--- src/rtl/txs_pkg.sv ---
// Package: shared field positions and the per-packet flag bundle for the
// transmit status word generator. Assumes a 16-bit status word.
package txs_pkg;
    localparam int unsigned STAT_W    = 16;
    localparam int unsigned CC_W      = 4;   // collision count width
    localparam int unsigned BIT_DEF   = 0;   // deferred
    localparam int unsigned BIT_EXDEF = 2;   // excessive deferral
    localparam int unsigned CC_LO     = 3;   // collision count low bit
    localparam int unsigned BIT_EXCOL = 8;   // excessive collision

    typedef struct packed {
        logic            deferred;
        logic            ex_defer;
        logic [CC_W-1:0] coll;
        logic            ex_coll;
    } txs_flags_t;
endpackage

--- src/rtl/txs_coll_ctr.sv ---
// Saturating collision counter. Clears on clr (priority over inc), adds one
// per inc cycle, and stops at all ones. Assumes inc is already qualified
// by the caller with "packet open".
module txs_coll_ctr #(
    parameter int unsigned CW = 4
) (
    input  logic          clk,
    input  logic          rst_n,
    input  logic          clr,
    input  logic          inc,
    output logic [CW-1:0] cnt
);
    localparam logic [CW-1:0] CMAX = '1;

    // Count register: reset/clear to zero, saturating increment.
    always_ff @(posedge clk) begin
        if (!rst_n)                   cnt <= '0;
        else if (clr)                 cnt <= '0;
        else if (inc && cnt != CMAX)  cnt <= cnt + 1'b1;
    end

    assert_coll_sat_R2: assert property (@(posedge clk) disable iff (!rst_n)
        (!clr && inc && cnt == CMAX) |=> (cnt == CMAX));
    assert_coll_clear_R3: assert property (@(posedge clk) disable iff (!rst_n)
        clr |=> (cnt == '0));
endmodule

--- src/rtl/txs_defer_timer.sv ---
// Deferral timer in bit times. Advances on run (tick while deferring inside
// an open packet), clears on clr, saturates one above LIMIT so "over" stays
// asserted once the limit has been exceeded.
module txs_defer_timer #(
    parameter int unsigned LIMIT = 24288
) (
    input  logic clk,
    input  logic rst_n,
    input  logic clr,
    input  logic run,
    output logic over
);
    localparam int unsigned TW = $clog2(LIMIT + 2);
    localparam logic [TW-1:0] LIM_V = TW'(LIMIT);
    localparam logic [TW-1:0] TOP_V = TW'(LIMIT + 1);

    logic [TW-1:0] cnt;

    // Timer register: clear per packet, count qualified ticks up to TOP_V.
    always_ff @(posedge clk) begin
        if (!rst_n)                   cnt <= '0;
        else if (clr)                 cnt <= '0;
        else if (run && cnt != TOP_V) cnt <= cnt + 1'b1;
    end

    // Limit compare: strictly more than LIMIT ticks.
    always_comb over = (cnt > LIM_V);

    assert_timer_idle_R5: assert property (@(posedge clk) disable iff (!rst_n)
        (!clr && !run) |=> $stable(cnt));
    assert_timer_bound_R6: assert property (@(posedge clk) disable iff (!rst_n)
        cnt <= TOP_V);
endmodule

--- src/rtl/txs_status_pack.sv ---
// Status packer: places the per-packet flags at their fixed bit positions
// and forces every other bit to zero. Purely combinational.
module txs_status_pack
    import txs_pkg::*;
(
    input  txs_flags_t        flags,
    output logic [STAT_W-1:0] word
);
    // Field placement; unused bits default to zero.
    always_comb begin
        word                  = '0;
        word[BIT_DEF]         = flags.deferred;
        word[BIT_EXDEF]       = flags.ex_defer;
        word[CC_LO +: CC_W]   = flags.coll;
        word[BIT_EXCOL]       = flags.ex_coll;
    end
endmodule

--- src/rtl/txs_status_gen.sv ---
// Transmit status word generator (top). Opens a packet on tx_start, tracks
// collisions, deferral and excessive collision, aborts on over-long deferral
// when enabled, and reports a packed word with a one-cycle valid strobe.
// Assumes all inputs are synchronous to clk; reset is synchronous, active low.
module txs_status_gen
    import txs_pkg::*;
#(
    parameter int unsigned DEFER_LIMIT = 24288
) (
    input  logic              clk,
    input  logic              rst_n,
    input  logic              bit_tick,
    input  logic              defer_act,
    input  logic              coll_pulse,
    input  logic              excess_coll,
    input  logic              defer_chk_en,
    input  logic              tx_start,
    input  logic              tx_end,
    output logic [STAT_W-1:0] stat_word,
    output logic              stat_valid,
    output logic              tx_abort
);
    logic            active_q;
    logic            deferred_q;
    logic            excoll_q;
    logic [CC_W-1:0] coll_cnt;
    logic            over;
    logic            end_ev;
    logic            abort_ev;
    logic            done;
    txs_flags_t      flags;
    logic [STAT_W-1:0] packed_word;

    // Event decode: legal end, deferral abort, and their union.
    always_comb begin
        end_ev   = tx_end && active_q;
        abort_ev = active_q && defer_chk_en && over;
        done     = end_ev || abort_ev;
    end

    txs_coll_ctr #(.CW(CC_W)) u_coll (
        .clk   (clk),
        .rst_n (rst_n),
        .clr   (tx_start),
        .inc   (active_q && coll_pulse),
        .cnt   (coll_cnt)
    );

    txs_defer_timer #(.LIMIT(DEFER_LIMIT)) u_defer (
        .clk   (clk),
        .rst_n (rst_n),
        .clr   (tx_start),
        .run   (active_q && defer_act && bit_tick),
        .over  (over)
    );

    // Packet-open flag: set by start, cleared by end or abort.
    always_ff @(posedge clk) begin
        if (!rst_n)        active_q <= 1'b0;
        else if (tx_start) active_q <= 1'b1;
        else if (done)     active_q <= 1'b0;
    end

    // Sticky per-packet flags for deferral and excessive collision.
    always_ff @(posedge clk) begin
        if (!rst_n || tx_start) begin
            deferred_q <= 1'b0;
            excoll_q   <= 1'b0;
        end else if (active_q) begin
            if (defer_act)   deferred_q <= 1'b1;
            if (excess_coll) excoll_q   <= 1'b1;
        end
    end

    // Flag bundle at report time; excessive collision includes this cycle.
    always_comb begin
        flags.deferred = deferred_q;
        flags.ex_defer = abort_ev;
        flags.coll     = coll_cnt;
        flags.ex_coll  = excoll_q || excess_coll;
    end

    txs_status_pack u_pack (
        .flags (flags),
        .word  (packed_word)
    );

    // Output registers: strobe per report, word held between reports.
    always_ff @(posedge clk) begin
        if (!rst_n) begin
            stat_valid <= 1'b0;
            tx_abort   <= 1'b0;
            stat_word  <= '0;
        end else begin
            stat_valid <= done;
            tx_abort   <= abort_ev;
            if (done) stat_word <= packed_word;
        end
    end

    assert_reserved_zero_R1: assert property (@(posedge clk) disable iff (!rst_n)
        stat_valid |-> (stat_word[1] == 1'b0 && stat_word[7] == 1'b0 &&
                        stat_word[STAT_W-1:9] == '0));
    assert_abort_reports_R6: assert property (@(posedge clk) disable iff (!rst_n)
        tx_abort |-> (stat_valid && stat_word[BIT_EXDEF] && stat_word[BIT_DEF]));
    assert_abort_gated_R7: assert property (@(posedge clk) disable iff (!rst_n)
        tx_abort |-> $past(defer_chk_en));
    assert_valid_after_open_R9: assert property (@(posedge clk) disable iff (!rst_n)
        stat_valid |-> $past(active_q));
    assert_word_held_R9: assert property (@(posedge clk) disable iff (!rst_n)
        !stat_valid |=> (stat_valid || $stable(stat_word)));
    assert_no_idle_end_R10: assert property (@(posedge clk) disable iff (!rst_n)
        (!active_q && !tx_start) |=> !stat_valid);
endmodule

--- config.mk ---
export PLATFORM = sky130hd
export DESIGN_NAME = txs_status_gen
export DESIGN_NICKNAME = d
export VERILOG_FILES = /design/src/rtl/txs_pkg.sv /design/src/rtl/txs_coll_ctr.sv /design/src/rtl/txs_defer_timer.sv /design/src/rtl/txs_status_pack.sv /design/src/rtl/txs_status_gen.sv
export SDC_FILE = /design/constraint.sdc
export NUM_CORES = 1
export LEC_CHECK = 0
export BUFFER_PORTS_ARGS = -buffer_cell sky130_fd_sc_hd__buf_2
export CAP_MARGIN = 0
export CORE_MARGIN = 2
export CORE_UTILIZATION = 45
export DETAILED_ROUTE_END_ITERATION = 7
export PLACE_DENSITY = 0.66
export RECOVER_POWER = 50
export SYNTH_ARGS = -nofsm -noshare
export SYNTH_HDL_FRONTEND = slang
export SYNTH_SLANG_ARGS = --single-unit
--- constraint.sdc ---
create_clock -name clk -period 5.45 [get_ports clk]
set_input_delay 1.3625 -clock clk [delete_from_list [all_inputs] [get_ports clk]]
set_output_delay 1.3625 -clock clk [all_outputs]
set_load 0.01 [all_outputs]
# Yosys cells after proc, flatten, opt, wreduce, memory -nomap -nowiden
# Index checks and enable logic that the tools add are counted.
[classes] n_addsub=2 mul=0 div=0 n_lt_le_gt_ge=1 eq_ne=2 shift=0 muxes=2 bitwise=1 n_reduce_logical=16
[ops] cell="adder 15 x 1 -> 15 bit (second input constant)" n=1
[ops] cell="> comparator 15 bit (second input constant)" n=1
[ops] cell="!= test 15 bit (second input constant)" n=1
[ops] cell="logical AND 1 bit" n=8
[ops] cell="adder 4 x 1 -> 4 bit (second input constant)" n=1
[ops] cell="!= test 4 bit (second input constant)" n=1
[ops] cell="AND reduction 2 bit" n=2
[ops] cell="logical OR 1 bit" n=3
[ops] cell="2-to-1 mux 1 bit" n=2
[ops] cell="nonzero test 2 bit" n=1
[ops] cell="OR reduction 2 bit" n=1
[ops] cell="zero test 1 bit" n=1
[ops] cell="NOT 1 bit" n=1
[word_totals] register_bits=31 latch_bits=0 ramBits=0 rom_bits=0 inputBits=9 n_memories=0

# Logic depth before layout (Yosys ltp)
[depth] depth_word=5 mapped_depth=7 mapped_depth_nobuf=6

# By module
# Synthesis repeated with hierarchy kept, for this count alone.
[unflattened] hier_cells=219 area_unflattened_um2=1938.1
[by_module_without_submodules] module="txs_status_gen" instances=1 cells_per_inst=90 area_each_um2=843.3 seq_area_each_um2=420.4
[by_module_without_submodules] module="txs_defer_timer" instances=1 cells_per_inst=91 area_each_um2=779.5 seq_area_each_um2=300.3
[by_module_without_submodules] module="txs_coll_ctr" instances=1 cells_per_inst=21 area_each_um2=191.4 seq_area_each_um2=80.1
[by_module_without_submodules] module="txs_status_pack" instances=1 cells_per_inst=17 area_each_um2=123.9 seq_area_each_um2=0.0

# Least setup slack after synthesis
# No wires, ideal clock.
[synth_timing] kind="in2reg" from="in bit_tick" to="reg u_defer.cnt[6]" arrival_ns=2.416 t_required_ns=5.380 path_slack_ns=2.964 cell_stages=5 n_path_buf=1 path_cell_list="and3_1 > clkbuf_1 > nand2_1 > or4_1 > a21oi_1"
[synth_between] elab_chain_cells=2
[synth_lines] element="from (decl)" line_no="txs_status_gen.sv:12" rtl="input logic bit_tick,"
[synth_lines] element="logical AND 1 bit" line_no="txs_status_gen.sv:53" rtl=".run (active_q && defer_act && bit_tick),"
[synth_lines] element="logical AND 1 bit" line_no="txs_defer_timer.sv:23" rtl="else if (run && cnt != TOP_V) cnt <= cnt + 1'b1;"
[synth_lines] element="to (signal assigned)" line_no="txs_defer_timer.sv:23"
[synth_lines] element="to (decl)" line_no="txs_defer_timer.sv:17" rtl="logic [TW-1:0] cnt;"
# Every way passes these cells.
# A chain may end at the register's enable or synchronous reset.

# Worst setup path in the final report
[layout_timing] from="in rst_n" to="reg u_defer.cnt[10]"
[layout_between] elab_chain_cells=2
[layout_lines] element="from (decl)" line_no="txs_status_gen.sv:11" rtl="input logic rst_n,"
[layout_lines] element="NOT 1 bit (no source line)"
[layout_lines] element="OR reduction 2 bit (no source line)"
# Every way passes these cells.

==> run_results.csv <==
group,metric,value,unit
grt,grt-busiest-layer,"met2",
timing,timing.final.crit_share,0.498,
routing,drtPass1Iterations,4,
clocking,clkSinkCount,31,
timing,fin_tns_setup,0,ps
placement,dpl.cell_count,263,
placement,routabilityCongestion,0.824,
timing,finalSetupViolations,0,
synthesis,yosysUniqueCellTypes,45,
synthesis,async_flop_share,0,
critical_path,start_kind,"primary input",
clocking,clk_pin_slew,70,ps
synthesis,yosysTopAreaCell,"dfxtp_1",
clocking,cts_made_buffers,5,
timing,timing.fmax,368,MHz
timing,worst_pin_slew,782,ps
grt,met1_usage,0.262,
placement,hpwl,2480,um
synthesis,syn_inst,210,
critical_path,cp.arrival,2950,ps
timing,maxSlewViolCount,0,
routing,first_iter_violations,95,
critical_path,path_class,"in -> reg",
grt,grt_pass1_wl,6150,um
grt,grt_pass1_vias,1277,
final_layout,n_fill_cell,377,
die,fp.dieArea,4340,sq um
run_status,status,"finished clean",
die,boundaryPins,27,
synthesis,ys_ff_latch,31,
timing,whs,471,ps
timing,fin_crit,2720,ps
die,die_w,65.9,um
critical_path,worstPathRequired,5680,ps
timing,relSlewSlack,0.475,
synthesis,syn-cell-area,1720,sq um
final_layout,stdcell_count,271,
final_layout,final_nets,235,
routing,wl,3590,um
placement,dp_slack,2760,ps
die,row_count,22,
critical_path,worst_setup_path_end_kind,"flip-flop",
synthesis,synthTopCellsByArea,"dfxtp_1 (36%), nand3_1 (5.2%), or4_1 (5.2%)",
critical_path,reg2reg_depth,4,
clocking,cts_resized,0,
grt,grt_overflow_total,0,
final_layout,diodes,0,
timing,grt_setup_unrepaired,"no",
routing,vias_per_cell,5.63,
critical_path,worstSetupEndpoint,"u_defer.cnt[10]$_SDFFE_PP0P_",
final_layout,final_layout_size_suffix_gt1_frac,0.0987,
timing,finClkSkew,6.64,ps
clocking,cts_setup_buffers,0,
routing,final_antenna_net_count,0,
routing,vias,1525,
grt,antenna_found_initial,0,
routing,drc_errors,0,
pwr,total_power,454,uW
grt,grt_usage,0.188,
critical_path,r2r_start,"u_defer.cnt[2]$_SDFFE_PP0P_",
critical_path,crit_fanout,19,
run,maxCapViolCount,0,
hold_path,hold_class,"reg -> reg",
synthesis,synth-edff-count,0,
synthesis,synth_most_common_cell,"dfxtp_1",
die,die_y,65.9,um
clocking,cts_htree_levels,2,
synthesis,synth-main-ff-cell,"dfxtp_1",
pwr,ir_drop,0.174,mV
grt,gr-usage-met2,0.269,
synthesis,seq_area_frac_synth,0.360,
clocking,clk_path_buf_depth,2,
grt,use_met3,0.0579,
grt,grt_start_max_net_pins,20,
clocking,postCtsHoldBufs,0,
critical_path,worstReg2RegEnd,"stat_word[8]$_SDFFE_PN0P_",
synthesis,netlist.area_leader.share,0.360,
timing,hold_viol,0,
final_layout,area_delta_synth_final,8.20,%
clocking,clockRootBuffer,"clkbuf_8",
synthesis,synth_common_cells,"dfxtp_1 (31), nand2_1 (18), nand3_1 (18)",
die,initial_core_util,0.471,
routing,wl_per_cell,13.2,um
critical_path,cp-startpoint,"rst_n",
pwr,p_per_area,243,nW/um^2
pwr,p_leak,0.634,nW
synthesis,ys_warn_count,0,
die,core_area,3660,sq um
placement,io_buffers,17,
clocking,clk_latency,280,ps
timing,worst_slack,2730,ps
clocking,cts_tree,"yes",
critical_path,ff2ff_setup_slack,3270,ps
synthesis,avgSynthCellArea,8.21,sq um
how the worst min path moves through the flow:
stage	start	endpoint	depth (start not counted)
after CTS	excoll_q$_SDFFE_PP0P_	excoll_q$_SDFFE_PP0P_	2
after global routing	excoll_q$_SDFFE_PP0P_	excoll_q$_SDFFE_PP0P_	2
final	excoll_q$_SDFFE_PP0P_	excoll_q$_SDFFE_PP0P_	2
after detailed placement	excoll_q$_SDFFE_PP0P_	excoll_q$_SDFFE_PP0P_	2
after global placement	excoll_q$_SDFFE_PP0P_	excoll_q$_SDFFE_PP0P_	2
after floorplan	excoll_q$_SDFFE_PP0P_	excoll_q$_SDFFE_PP0P_	2
through the flow:
step,utilization,instance area (sq um)
6_report,0.510,1870
3_5_place_dp,0.486,1780
2_1_floorplan,-,1750
4_1_cts,0.513,1880
5_1_grt,0.510,1870
3_3_place_gp,0.486,1780
kinds of logic after synthesis:
kind of cell | share of synthesized area
AO/OA/AOI/OAI | 0.171
XOR/XNOR | 0.0152
adder cells (fa/ha/maj) | 0.0290
buffers and inverters | 0.0856
flip-flops | 0.360
multiplexers | 0.0116
other | 0.00217
AND/OR/NAND/NOR | 0.326
metal layers:
metal | vias up | wire length (um)
li1 | 782 | -
met1 | 702 | 1810
met2 | 35 | 1530
met3 | 6 | 200
met4 | 0 | 49
met5 | - | 0
flip-flops by register name (all words and copies together), names as in the netlist:
name / cells
stat_valid: 1
deferred_q: 1
excoll_q: 1
u_coll.cnt: 4
tx_abort: 1
stat_word: 7
u_defer.cnt: 15
active_q: 1
placed cells by master, fill, tap and decap left out, types with 2 or more instances in the layout:
master,Yosys,routed
ha_1,4,4
clkbuf_1,7,11
conb_1,1,9
clkbuf_8,0,7
xnor2_1,2,2
a21oi_1,16,16
nand2b_1,3,3
nor4_1,4,4
and2_1,4,3
inv_1,7,7
nor4_4,2,2
or4_4,2,2
nand3b_1,2,2
nand2_1,18,18
o21a_1,2,2
or4_1,12,12
nor2_1,14,14
nor3_1,5,5
nand3_1,18,18
dfxtp_1,31,31
buf_2,1,7
mux2i_1,2,2
o31ai_1,7,7
and3_1,7,7
o21ai_0,9,9
worst max-delay path, stage by stage:
cell and delay, ps:
clkbuf_1 480, nand2b_1 580, a311oi_2 410, a41o_1 120
final cells by class:
cell class | instances | area, sq um | area share
Multi-Input combinational cell | 160 | 986 | 0.529
Sequential cell | 31 | 621 | 0.333
Tap cell | 48 | 60.1 | 0.0322
Inverter | 7 | 26.3 | 0.0141
Clock buffer | 8 | 100 | 0.0537
Timing Repair Buffer | 17 | 72.6 | 0.0389
power breakdown:
| group | internal [mW] | switching, mW | total [mW] |
|---|---|---|---|
| clock network | 0.115 | 0.0840 | 0.199 |
| registers | 0.229 | 0.00303 | 0.232 |
| logic | 0.00708 | 0.0156 | 0.0227 |
(Power assumes the default switching activity.)
